$ cat src/rtl/ctlk_pkg.sv
package ctlk_pkg;

    localparam int CTRL_W  = 32;
    localparam int FRZ_W   = 5;
    localparam int WARN_LO = 9;
    localparam int WARN_HI = 11;

    typedef logic [CTRL_W-1:0] word_t;

    // reset image: bits 27, 26, 14, 13
    localparam word_t CTRL_RESET = 32'h0C00_6000;
    // bits that never hold data: 31 (write ignored) and 28 (reserved)
    localparam word_t FIXED_ZERO = 32'h9000_0000;
    // bits touched by a key write: 27 and 11:9
    localparam word_t KEY_TOUCH  = 32'h0800_0E00;

    typedef enum logic {
        WIN_SHUT = 1'b0,
        WIN_OPEN = 1'b1
    } win_state_t;

    typedef enum logic [1:0] {
        SEL_NONE = 2'd0,
        SEL_CTRL = 2'd1,
        SEL_FRZ  = 2'd2,
        SEL_KEY  = 2'd3
    } reg_sel_t;

    // control bits pinned by one freeze bit
    function automatic word_t frz_group(input int idx);
        word_t m;
        case (idx)
            0:       m = 32'h0000_007F;
            1:       m = 32'h0000_0080;
            2:       m = 32'h0000_0100;
            3:       m = 32'h0000_0E00;
            4:       m = 32'h0000_1000;
            default: m = '0;
        endcase
        return m;
    endfunction

endpackage

$ cat src/rtl/ctlk_decode.sv
module ctlk_decode
    import ctlk_pkg::*;
#(
    parameter int          ADDR_W   = 4,
    parameter int unsigned CTRL_OFS = 0,
    parameter int unsigned FRZ_OFS  = 4,
    parameter int unsigned KEY_OFS  = 8
) (
    input  logic              wr_en,
    input  logic [ADDR_W-1:0] wr_addr,
    input  logic [ADDR_W-1:0] rd_addr,
    input  logic              win_open,
    output logic              ctrl_wr,
    output logic              frz_wr,
    output logic              key_wr,
    output reg_sel_t          rd_sel
);

    localparam logic [ADDR_W-1:0] A_CTRL = ADDR_W'(CTRL_OFS);
    localparam logic [ADDR_W-1:0] A_FRZ  = ADDR_W'(FRZ_OFS);
    localparam logic [ADDR_W-1:0] A_KEY  = ADDR_W'(KEY_OFS);

    function automatic reg_sel_t map_addr(input logic [ADDR_W-1:0] a);
        reg_sel_t s;
        if (a == A_CTRL)     s = SEL_CTRL;
        else if (a == A_FRZ) s = SEL_FRZ;
        else if (a == A_KEY) s = SEL_KEY;
        else                 s = SEL_NONE;
        return s;
    endfunction

    reg_sel_t wr_sel;

    always_comb begin
        wr_sel  = wr_en ? map_addr(wr_addr) : SEL_NONE;
        key_wr  = (wr_sel == SEL_KEY);
        ctrl_wr = win_open && (wr_sel == SEL_CTRL);
        frz_wr  = win_open && (wr_sel == SEL_FRZ);
        rd_sel  = win_open ? map_addr(rd_addr) : SEL_NONE;
    end

endmodule

$ cat src/rtl/ctlk_window_fsm.sv
module ctlk_window_fsm
    import ctlk_pkg::*;
(
    input  logic clk,
    input  logic rst_n,
    input  logic key_wr,
    input  logic key_match,
    output logic win_open
);

    win_state_t state_q;
    win_state_t state_d;

    // next-state: T_BAD_KEY and T_GOOD_KEY
    always_comb begin
        state_d = state_q;
        unique case (state_q)
            WIN_OPEN: if (key_wr && !key_match) state_d = WIN_SHUT;
            WIN_SHUT: if (key_wr &&  key_match) state_d = WIN_OPEN;
        endcase
    end

    always_ff @(posedge clk or negedge rst_n) begin
        if (!rst_n) state_q <= WIN_OPEN;
        else        state_q <= state_d;
    end

    always_comb begin
        unique case (state_q)
            WIN_OPEN: win_open = 1'b1;
            WIN_SHUT: win_open = 1'b0;
        endcase
    end

    a_r4_good_key_opens: assert property (@(posedge clk) disable iff (!rst_n)
        (key_wr && key_match) |=> win_open);

    a_r5_bad_key_shuts: assert property (@(posedge clk) disable iff (!rst_n)
        (key_wr && !key_match) |=> !win_open);

    a_r9_state_holds: assert property (@(posedge clk) disable iff (!rst_n)
        !key_wr |=> $stable(win_open));

endmodule

$ cat src/rtl/ctlk_freeze_reg.sv
module ctlk_freeze_reg
    import ctlk_pkg::*;
(
    input  logic             clk,
    input  logic             rst_n,
    input  logic             wr_ok,
    input  logic [FRZ_W-1:0] wr_bits,
    output logic [FRZ_W-1:0] frz_q
);

    always_ff @(posedge clk or negedge rst_n) begin
        if (!rst_n)     frz_q <= '0;
        else if (wr_ok) frz_q <= frz_q | wr_bits;
    end

    a_r2_never_cleared: assert property (@(posedge clk) disable iff (!rst_n)
        ((frz_q & $past(frz_q)) == $past(frz_q)));

    a_r6_frz_only_on_write: assert property (@(posedge clk) disable iff (!rst_n)
        !wr_ok |=> $stable(frz_q));

endmodule

$ cat src/rtl/ctlk_ctrl_reg.sv
module ctlk_ctrl_reg
    import ctlk_pkg::*;
(
    input  logic             clk,
    input  logic             rst_n,
    input  logic             wr_ok,
    input  word_t            wr_data,
    input  logic [FRZ_W-1:0] frz_q,
    input  logic             key_wr,
    input  logic             key_match,
    output word_t            ctrl_q,
    output logic             warn_q
);

    word_t             hold_mask;
    word_t             merged;
    word_t             ctrl_d;
    logic              warn_d;
    logic [FRZ_W-1:0][CTRL_W-1:0] part;

    // one pinned-field term per freeze bit
    for (genvar g = 0; g < FRZ_W; g++) begin : g_part
        assign part[g] = frz_q[g] ? frz_group(g) : '0;
    end

    always_comb begin
        hold_mask = FIXED_ZERO;
        for (int i = 0; i < FRZ_W; i++) hold_mask = hold_mask | part[i];
    end

    always_comb begin
        merged = ((wr_data & ~hold_mask) | (ctrl_q & hold_mask)) & ~FIXED_ZERO;
        ctrl_d = ctrl_q;
        warn_d = 1'b0;
        if (key_wr) begin
            ctrl_d = key_match ? (ctrl_q | KEY_TOUCH) : (ctrl_q & ~KEY_TOUCH);
        end else if (wr_ok) begin
            ctrl_d = merged;
            warn_d = (merged[WARN_HI:WARN_LO] != '0) &&
                     (merged[WARN_HI:WARN_LO] != '1);
        end
    end

    always_ff @(posedge clk or negedge rst_n) begin
        if (!rst_n) begin
            ctrl_q <= CTRL_RESET;
            warn_q <= 1'b0;
        end else begin
            ctrl_q <= ctrl_d;
            warn_q <= warn_d;
        end
    end

    a_r3_pinned_fields_hold: assert property (@(posedge clk) disable iff (!rst_n)
        (((ctrl_q ^ $past(ctrl_q)) & $past(hold_mask) & ~KEY_TOUCH) == '0));

    a_r4_key_sets_bits: assert property (@(posedge clk) disable iff (!rst_n)
        (key_wr && key_match) |=> ((ctrl_q & KEY_TOUCH) == KEY_TOUCH));

    a_r5_key_clears_bits: assert property (@(posedge clk) disable iff (!rst_n)
        (key_wr && !key_match) |=> ((ctrl_q & KEY_TOUCH) == '0));

    a_r7_fixed_bits_zero: assert property (@(posedge clk) disable iff (!rst_n)
        ((ctrl_q & FIXED_ZERO) == '0));

    a_r8_warn_after_write: assert property (@(posedge clk) disable iff (!rst_n)
        warn_q |-> $past(wr_ok));

    a_r8_warn_one_cycle: assert property (@(posedge clk) disable iff (!rst_n)
        (warn_q && !wr_ok) |=> !warn_q);

endmodule

$ cat src/rtl/ctl_lock_guard.sv
module ctl_lock_guard
    import ctlk_pkg::*;
#(
    parameter int          ADDR_W     = 4,
    parameter int unsigned CTRL_OFS   = 0,
    parameter int unsigned FRZ_OFS    = 4,
    parameter int unsigned KEY_OFS    = 8,
    parameter logic [31:0] UNLOCK_KEY = 32'h757B_DF0D
) (
    input  logic              clk,
    input  logic              rst_n,
    input  logic              wr_en,
    input  logic [ADDR_W-1:0] wr_addr,
    input  logic [31:0]       wr_data,
    input  logic [ADDR_W-1:0] rd_addr,
    output logic [31:0]       rd_data,
    output logic [31:0]       ctrl_q,
    output logic              window_enable,
    output logic              cfg_warn
);

    logic             ctrl_wr;
    logic             frz_wr;
    logic             key_wr;
    logic             key_match;
    reg_sel_t         rd_sel;
    logic [FRZ_W-1:0] frz_q;

    assign key_match = (wr_data == UNLOCK_KEY);

    ctlk_decode #(
        .ADDR_W   (ADDR_W),
        .CTRL_OFS (CTRL_OFS),
        .FRZ_OFS  (FRZ_OFS),
        .KEY_OFS  (KEY_OFS)
    ) u_decode (
        .wr_en    (wr_en),
        .wr_addr  (wr_addr),
        .rd_addr  (rd_addr),
        .win_open (window_enable),
        .ctrl_wr  (ctrl_wr),
        .frz_wr   (frz_wr),
        .key_wr   (key_wr),
        .rd_sel   (rd_sel)
    );

    ctlk_window_fsm u_fsm (
        .clk       (clk),
        .rst_n     (rst_n),
        .key_wr    (key_wr),
        .key_match (key_match),
        .win_open  (window_enable)
    );

    ctlk_freeze_reg u_freeze (
        .clk     (clk),
        .rst_n   (rst_n),
        .wr_ok   (frz_wr),
        .wr_bits (wr_data[FRZ_W-1:0]),
        .frz_q   (frz_q)
    );

    ctlk_ctrl_reg u_ctrl (
        .clk       (clk),
        .rst_n     (rst_n),
        .wr_ok     (ctrl_wr),
        .wr_data   (wr_data),
        .frz_q     (frz_q),
        .key_wr    (key_wr),
        .key_match (key_match),
        .ctrl_q    (ctrl_q),
        .warn_q    (cfg_warn)
    );

    always_comb begin
        unique case (rd_sel)
            SEL_CTRL: rd_data = ctrl_q;
            SEL_FRZ:  rd_data = {{(32-FRZ_W){1'b0}}, frz_q};
            SEL_KEY:  rd_data = '0;
            SEL_NONE: rd_data = '0;
        endcase
    end

    a_r6_shut_reads_zero: assert property (@(posedge clk) disable iff (!rst_n)
        !window_enable |-> (rd_data == '0));

    a_r6_shut_ctrl_frozen: assert property (@(posedge clk) disable iff (!rst_n)
        (!window_enable && !key_wr) |=> $stable(ctrl_q));

    a_r2_upper_frz_zero: assert property (@(posedge clk) disable iff (!rst_n)
        (rd_sel == SEL_FRZ) |-> (rd_data[31:FRZ_W] == '0));

endmodule

$ cat config.mk
export PLATFORM = sky130hd
export DESIGN_NAME = ctl_lock_guard
export DESIGN_NICKNAME = d
export VERILOG_FILES = /design/src/rtl/ctlk_pkg.sv /design/src/rtl/ctlk_decode.sv /design/src/rtl/ctlk_window_fsm.sv /design/src/rtl/ctlk_freeze_reg.sv /design/src/rtl/ctlk_ctrl_reg.sv /design/src/rtl/ctl_lock_guard.sv
export SDC_FILE = /design/constraint.sdc
export NUM_CORES = 1
export LEC_CHECK = 0
export CAP_MARGIN = 10
export CELL_PAD_IN_SITES_DETAIL_PLACEMENT = 1
export CELL_PAD_IN_SITES_GLOBAL_PLACEMENT = 1
export CORE_ASPECT_RATIO = 1.2
export CORE_MARGIN = 1
export CORE_UTILIZATION = 36
export DETAILED_ROUTE_END_ITERATION = 12
export DONT_BUFFER_PORTS = 1
export PLACE_DENSITY = 0.73
export SLEW_MARGIN = 20
export SYNTH_ARGS = -nofsm -noshare
export SYNTH_HDL_FRONTEND = slang
export SYNTH_SLANG_ARGS = --single-unit
$ cat constraint.sdc
create_clock -name clk -period 4.5 [get_ports clk]
set_input_delay 0.9 -clock clk [delete_from_list [all_inputs] [get_ports clk]]
set_output_delay 0.9 -clock clk [all_outputs]
set_load 0.05 [all_outputs]
# Word-level counts from Yosys, hierarchy flattened
# Index checks and enable logic that the tools add are counted.
# W data, S select, Z words.
[word_totals]
regBits = 39
in_bits = 43
[classes]
n_reduce_logical = 13
n_mux = 23
n_eq_ne = 12
n_bitwise = 11
[op_table]
columns = ["operator", "count"]
rows = [
  ["$or A31 B31 Y31", 5],
  ["$pmux W32 S3", 1],
  ["$mux W32", 2],
  ["$and A31 B31 Y31", 2],
  ["$eq A32 B31 Y1 const B", 1],
  ["$not A31 Y31", 1],
  ["$mux W28", 1],
  ["$mux W2", 8],
  ["$mux W13", 1],
  ["$mux W12", 1],
  ["$mux W9", 1],
  ["$eq A2 B2 Y1 const B", 4],
  ["$eq A4 B3 Y1 const B", 2],
  ["$eq A4 B4 Y1 const B", 2],
  ["$logic_not A4 Y1", 2],
  ["$mux W8", 1],
  ["$mux W7", 1],
  ["$logic_and A1 B1 Y1", 5],
  ["$or A5 B5 Y5", 1],
  ["$eq A2 B1 Y1 const B", 2],
  ["$mux W1", 4],
  ["$pmux W1 S2", 2],
  ["$ne A3 B3 Y1 const B", 1],
  ["$reduce_bool A3 Y1", 1],
  ["other kinds (6)", 7],
]

# Depth between registers and ports, before layout
[depth]
word_depth = 12
depth_mapped = 5
ltp_nobuf = 4

# Modules after synthesis
# A second synthesis with hierarchy kept.
[hier_totals]
cells_unflattened = 155
hier_area_um2 = 1919.3
[modules_own_cells]
columns = ["module", "instances", "cells_each", "area_per_inst_um2", "seq_area_each_um2"]
rows = [
  ["ctlk_ctrl_reg", 1, 85, 1322.5, 780.7],
  ["ctl_lock_guard", 1, 48, 330.3, 0.0],
  ["ctlk_freeze_reg", 1, 10, 162.7, 125.1],
  ["ctlk_decode", 1, 10, 62.6, 0.0],
  ["ctlk_window_fsm", 1, 2, 41.3, 26.3],
]

# Worst setup path before layout
# No wires, ideal clock.
[synth_timing]
kind = "input to output"
startpoint = "input port rd_addr[1]"
endpoint = "output port rd_data[10]"
stages = 5
path_buffers = 2
slack_ns = 1.328
required_ns = 3.600
t_arrival_ns = 2.272
cell_sequence = "or4b_1 buf_2 nor2_4 clkbuf_2 and2_1"
[synth_via]
elab_chain_len = 8
[synth_rtl]
columns = ["item", "line_no", "text"]
rows = [
  ["start, declared", "ctl_lock_guard.sv:15", "input logic [ADDR_W-1:0] rd_addr,"],
  ["$eq A4 B4 Y1", "ctlk_decode.sv:27", "else if (a == A_KEY) s = SEL_KEY;"],
  ["$mux W2", "ctlk_decode.sv:27", ""],
  ["$mux W2", "ctlk_decode.sv:26", "else if (a == A_FRZ) s = SEL_FRZ;"],
  ["$mux W2 *", "ctlk_decode.sv:25", "if (a == A_CTRL) s = SEL_CTRL;"],
  ["$mux W2 *", "ctlk_decode.sv:39", "rd_sel = win_open ? map_addr(rd_addr) : SEL_NONE;"],
  ["$eq A2 B2 Y1 / $logic_not A2 Y1 (equally long branches)", "ctl_lock_guard.sv:76", "unique case (rd_sel)"],
  ["$reduce_or A2 Y1 (no line)", "n/a", ""],
  ["$pmux W32 S3 *", "ctl_lock_guard.sv:76", ""],
  ["end, declared", "ctl_lock_guard.sv:16", "output logic [31:0] rd_data,"],
]
# Mark *: on every way between the ends. The rest lies on a longest branch, timed or not.

# Worst setup path in the final report
[layout_timing]
startpoint = "register u_fsm.state_q"
endpoint = "output port rd_data[7]"
[layout_via]
elab_chain_len = 6
[layout_rtl]
columns = ["item", "line_no", "text"]
rows = [
  ["start, declared", "ctlk_window_fsm.sv:11", "win_state_t state_q;"],
  ["start signal, assigned", "ctlk_window_fsm.sv:25", "else state_q <= state_d;"],
  ["$not A1 Y1", "ctlk_window_fsm.sv:29", "unique case (state_q)"],
  ["$pmux W1 S2 *", "ctlk_window_fsm.sv:29", ""],
  ["$mux W2 *", "ctlk_decode.sv:39", ""],
  ["$eq A2 B2 Y1 / $logic_not A2 Y1 (equally long branches)", "ctl_lock_guard.sv:76", ""],
  ["$reduce_or A2 Y1 (no line)", "n/a", ""],
  ["$pmux W32 S3 *", "ctl_lock_guard.sv:76", ""],
]
# Marks and branches as above.

==> results by group <==
Logic synthesis
  – Syn Inst Count: 154
  – Number of library cell types mapped by synthesis: 32
  – Dominant cells by area after synthesis: dfrtp_1 42%, mux2_2 17%, and2_1 8.6%
  – Asr flop ratio synth: 100%
  – Yosys warnings: 0
  – Post-synth top area cell: dfrtp_1
  – Syn avg cell area: 12.3 um^2
  – Ys flop type: dfrtp_1
  – EDFF count, synth: 0
  – Mapped cell area: 0.00189 mm^2
  – Seq/Total Area, Yosys: 49.3%
  – #FFs+latches synth: 37
  – Synth top area share: 42.4%

Clocking
  – CTS tree: built
  – Total CTS buffers: 5
  – # hold bufs at CTS: 0
  – Depth of the CTS H-tree: 2
  – Max clock buf depth: 2
  – Clk slew on worst S/H paths: 80 ps
  – Clk sinks: 37
  – Clock Latency Late Sink: 300 ps
  – Setup Buffers After CTS: 0
  – Root buffer cell: clkbuf_8
  – CTS-repair resized insts: 0

Finish
  – Nets: 197
  – Area delta synth->final: 7.88%
  – Fillcell total: 533
  – Fin util: 41.0%
  – Multi-input gate area: 893 um^2
  – Share of cells above drive strength 1: 30.3%
  – Post-route cell area: 0.00204 mm^2
  – Ant diodes: 0
  – Fin cells: 215
  – Register area: 932 um^2

Timing
  – Fin. Hold Viols: 0
  – Setup tns final: 0 ps
  – Slew Limit Headroom: 35.1%
  – Setup repair after global routing missed its margin: no
  – Fin crit period: 3510 ps
  – Max-slew violations: 0
  – Final hold slack: 289 ps
  – Setup violators final: 0
  – Fmax achieved: 285 MHz
  – Skew final: 11.8 ps
  – Fin crit share: 78.0%
  – Worst-margin pin slew: 960 ps

Setup path
  – Crit path max fanout: 25
  – Critical path required time: 3600 ps
  – CP arrival: 2610 ps
  – CP Class: reg2out
  – Endpoint class of the critical path: output port
  – Startpoint types: flop

GRT
  – First-pass GRT wire length: 6820 um
  – Grt total ovfl: 0
  – Vias in the first global route: 1,322
  – Pin count of the biggest net entering global routing: 38
  – GRT Overall Usage: 17.5%
  – Initial antenna violation count: 0

Routing
  – Initial DRC Count: 17
  – Total wire length: 4650 um
  – Average vias per placed instance: 5.58
  – Final ANT Viol Nets: 0
  – Drt pass-1 iters: 2
  – Routed len/inst: 21.6 um
  – Vias: 1,200
  – Residual DRC: 0

Pwr
  – IR drop worst, VDD: 0.310 mV
  – Power Density: 338 mW/mm^2
  – Sw frac: 18.9%
  – Power share of the combinational group: 2.2%
  – Psw: 131 uW
  – Static Leak: 0.00102 uW
  – Seq pwr share: 48.3%
  – Internal: 558 uW
  – Clock power share: 49.5%

Run
  – Max-Cap Viols: 0

Worst hold path
  – Hold WC Path Type: in2async

Place
  – Placement Cell Area: 0.00190 mm^2
  – DP HPWL: 3600 um
  – I/O Buffers: 0
  – # placed instances: 207
  – Final Wtd Congestion: 0.753

Die
  – Die height: 81.4 um
  – Core area: 0.00497 mm^2
  – # rows: 28
  – # IOs: 109
  – Initial Util: 38.0%
  – Width of the chip: 68.1 um
  – Die area: 0.00554 mm^2

Status
  – Status: completed
critical path: stages, from the launching register on:
cell and delay (ps):
dfstp_2 730, or4b_1 620, nor2_4 430, and2_1 530
flip-flops by register name, summed over array words and instances, names as in the netlist:
register and cells:
u_ctrl.warn_q 1, u_freeze.frz_q 5, u_ctrl.ctrl_q 30, u_fsm.state_q 1
metal layers:
metal,global-route usage (%),vias up,part of all wire (%)
li1,-,531,-
met1,19.2,608,36
met2,30.1,52,56
met3,4.63,9,6.1
met4,9.17,0,2.1
met5,0,-,0
through the flow:
step	setup WS, ps	power, uW
3_3_place_gp	1100	354
6_report	992	689
4_1_cts	943	696
2_1_floorplan	1330	357
3_5_place_dp	1030	354
5_1_grt	858	708
synthesized netlist by cell type, types with 2 or more instances:
cell type / number
a21o_1: 6
a221o_1: 2
and2_1: 26
and4b_1: 2
buf_4: 4
buf_6: 2
clkbuf_2: 2
dfrtp_1: 32
dfstp_2: 5
mux2_2: 29
mux2i_1: 7
nand2_1: 2
nand4_1: 2
nand4b_1: 3
nor2_1: 8
nor2_4: 2
nor3_1: 2
nor4b_1: 3
o21bai_1: 2
layout by cell type (no fill, tap or decap), types with 3 or more instances in the layout:
master / instances
a21o_1: 6
and2_1: 26
clkbuf_8: 5
conb_1: 4
dfrtp_1: 32
dfstp_2: 5
mux2_2: 29
mux2i_1: 7
nand4b_1: 3
nor2_1: 8
nor4b_1: 3
power groups by stage:
stage	Sequential, uW	Clock, uW	Combinational, uW
final	333	341	15.1
after detailed placement	339	0	15.1
after CTS	333	349	15.1
after floorplan	339	0	18.2
after global routing	332	360	15.9
after global placement	339	0	14.9
kinds of logic (layout without fill, tap and decap cells):
logic type / after synthesis / count (layout) / share of synthesized area (%)
simple gates: 58 / 58 / 21.0
flops: 37 / 37 / 49.3
other cells: 1 / 4 / 0.198
mux: 36 / 36 / 21.0
compound gates: 11 / 11 / 4.50
buf+inv: 11 / 9 / 3.97
worst paths after layout:
path / start / to / slack (ps) / depth (start not counted)
max in group asynchronous: rst_n / u_ctrl.ctrl_q[14] / 4030 / 0
min in group clk: u_freeze.frz_q[1] / u_freeze.frz_q[1] / 500 / 1
min: rst_n / u_freeze.frz_q[3] / 290 / 0
max reg2reg: u_fsm.state_q / u_ctrl.ctrl_q[5] / 2360 / 4
min reg2reg: u_freeze.frz_q[1] / u_freeze.frz_q[1] / 500 / 1
max: u_fsm.state_q / rd_data[7] / 990 / 3
final cells by class:
class / count / area share, %
flip-flops and latches: 37 / 45.7
multi-input cells: 109 / 43.8
well taps: 60 / 3.68
clock buffers: 5 / 3.38
clock inverters: 3 / 3.19
inverters: 1 / 0.184
No activity file was read; power rests on OpenSTA's default activity.
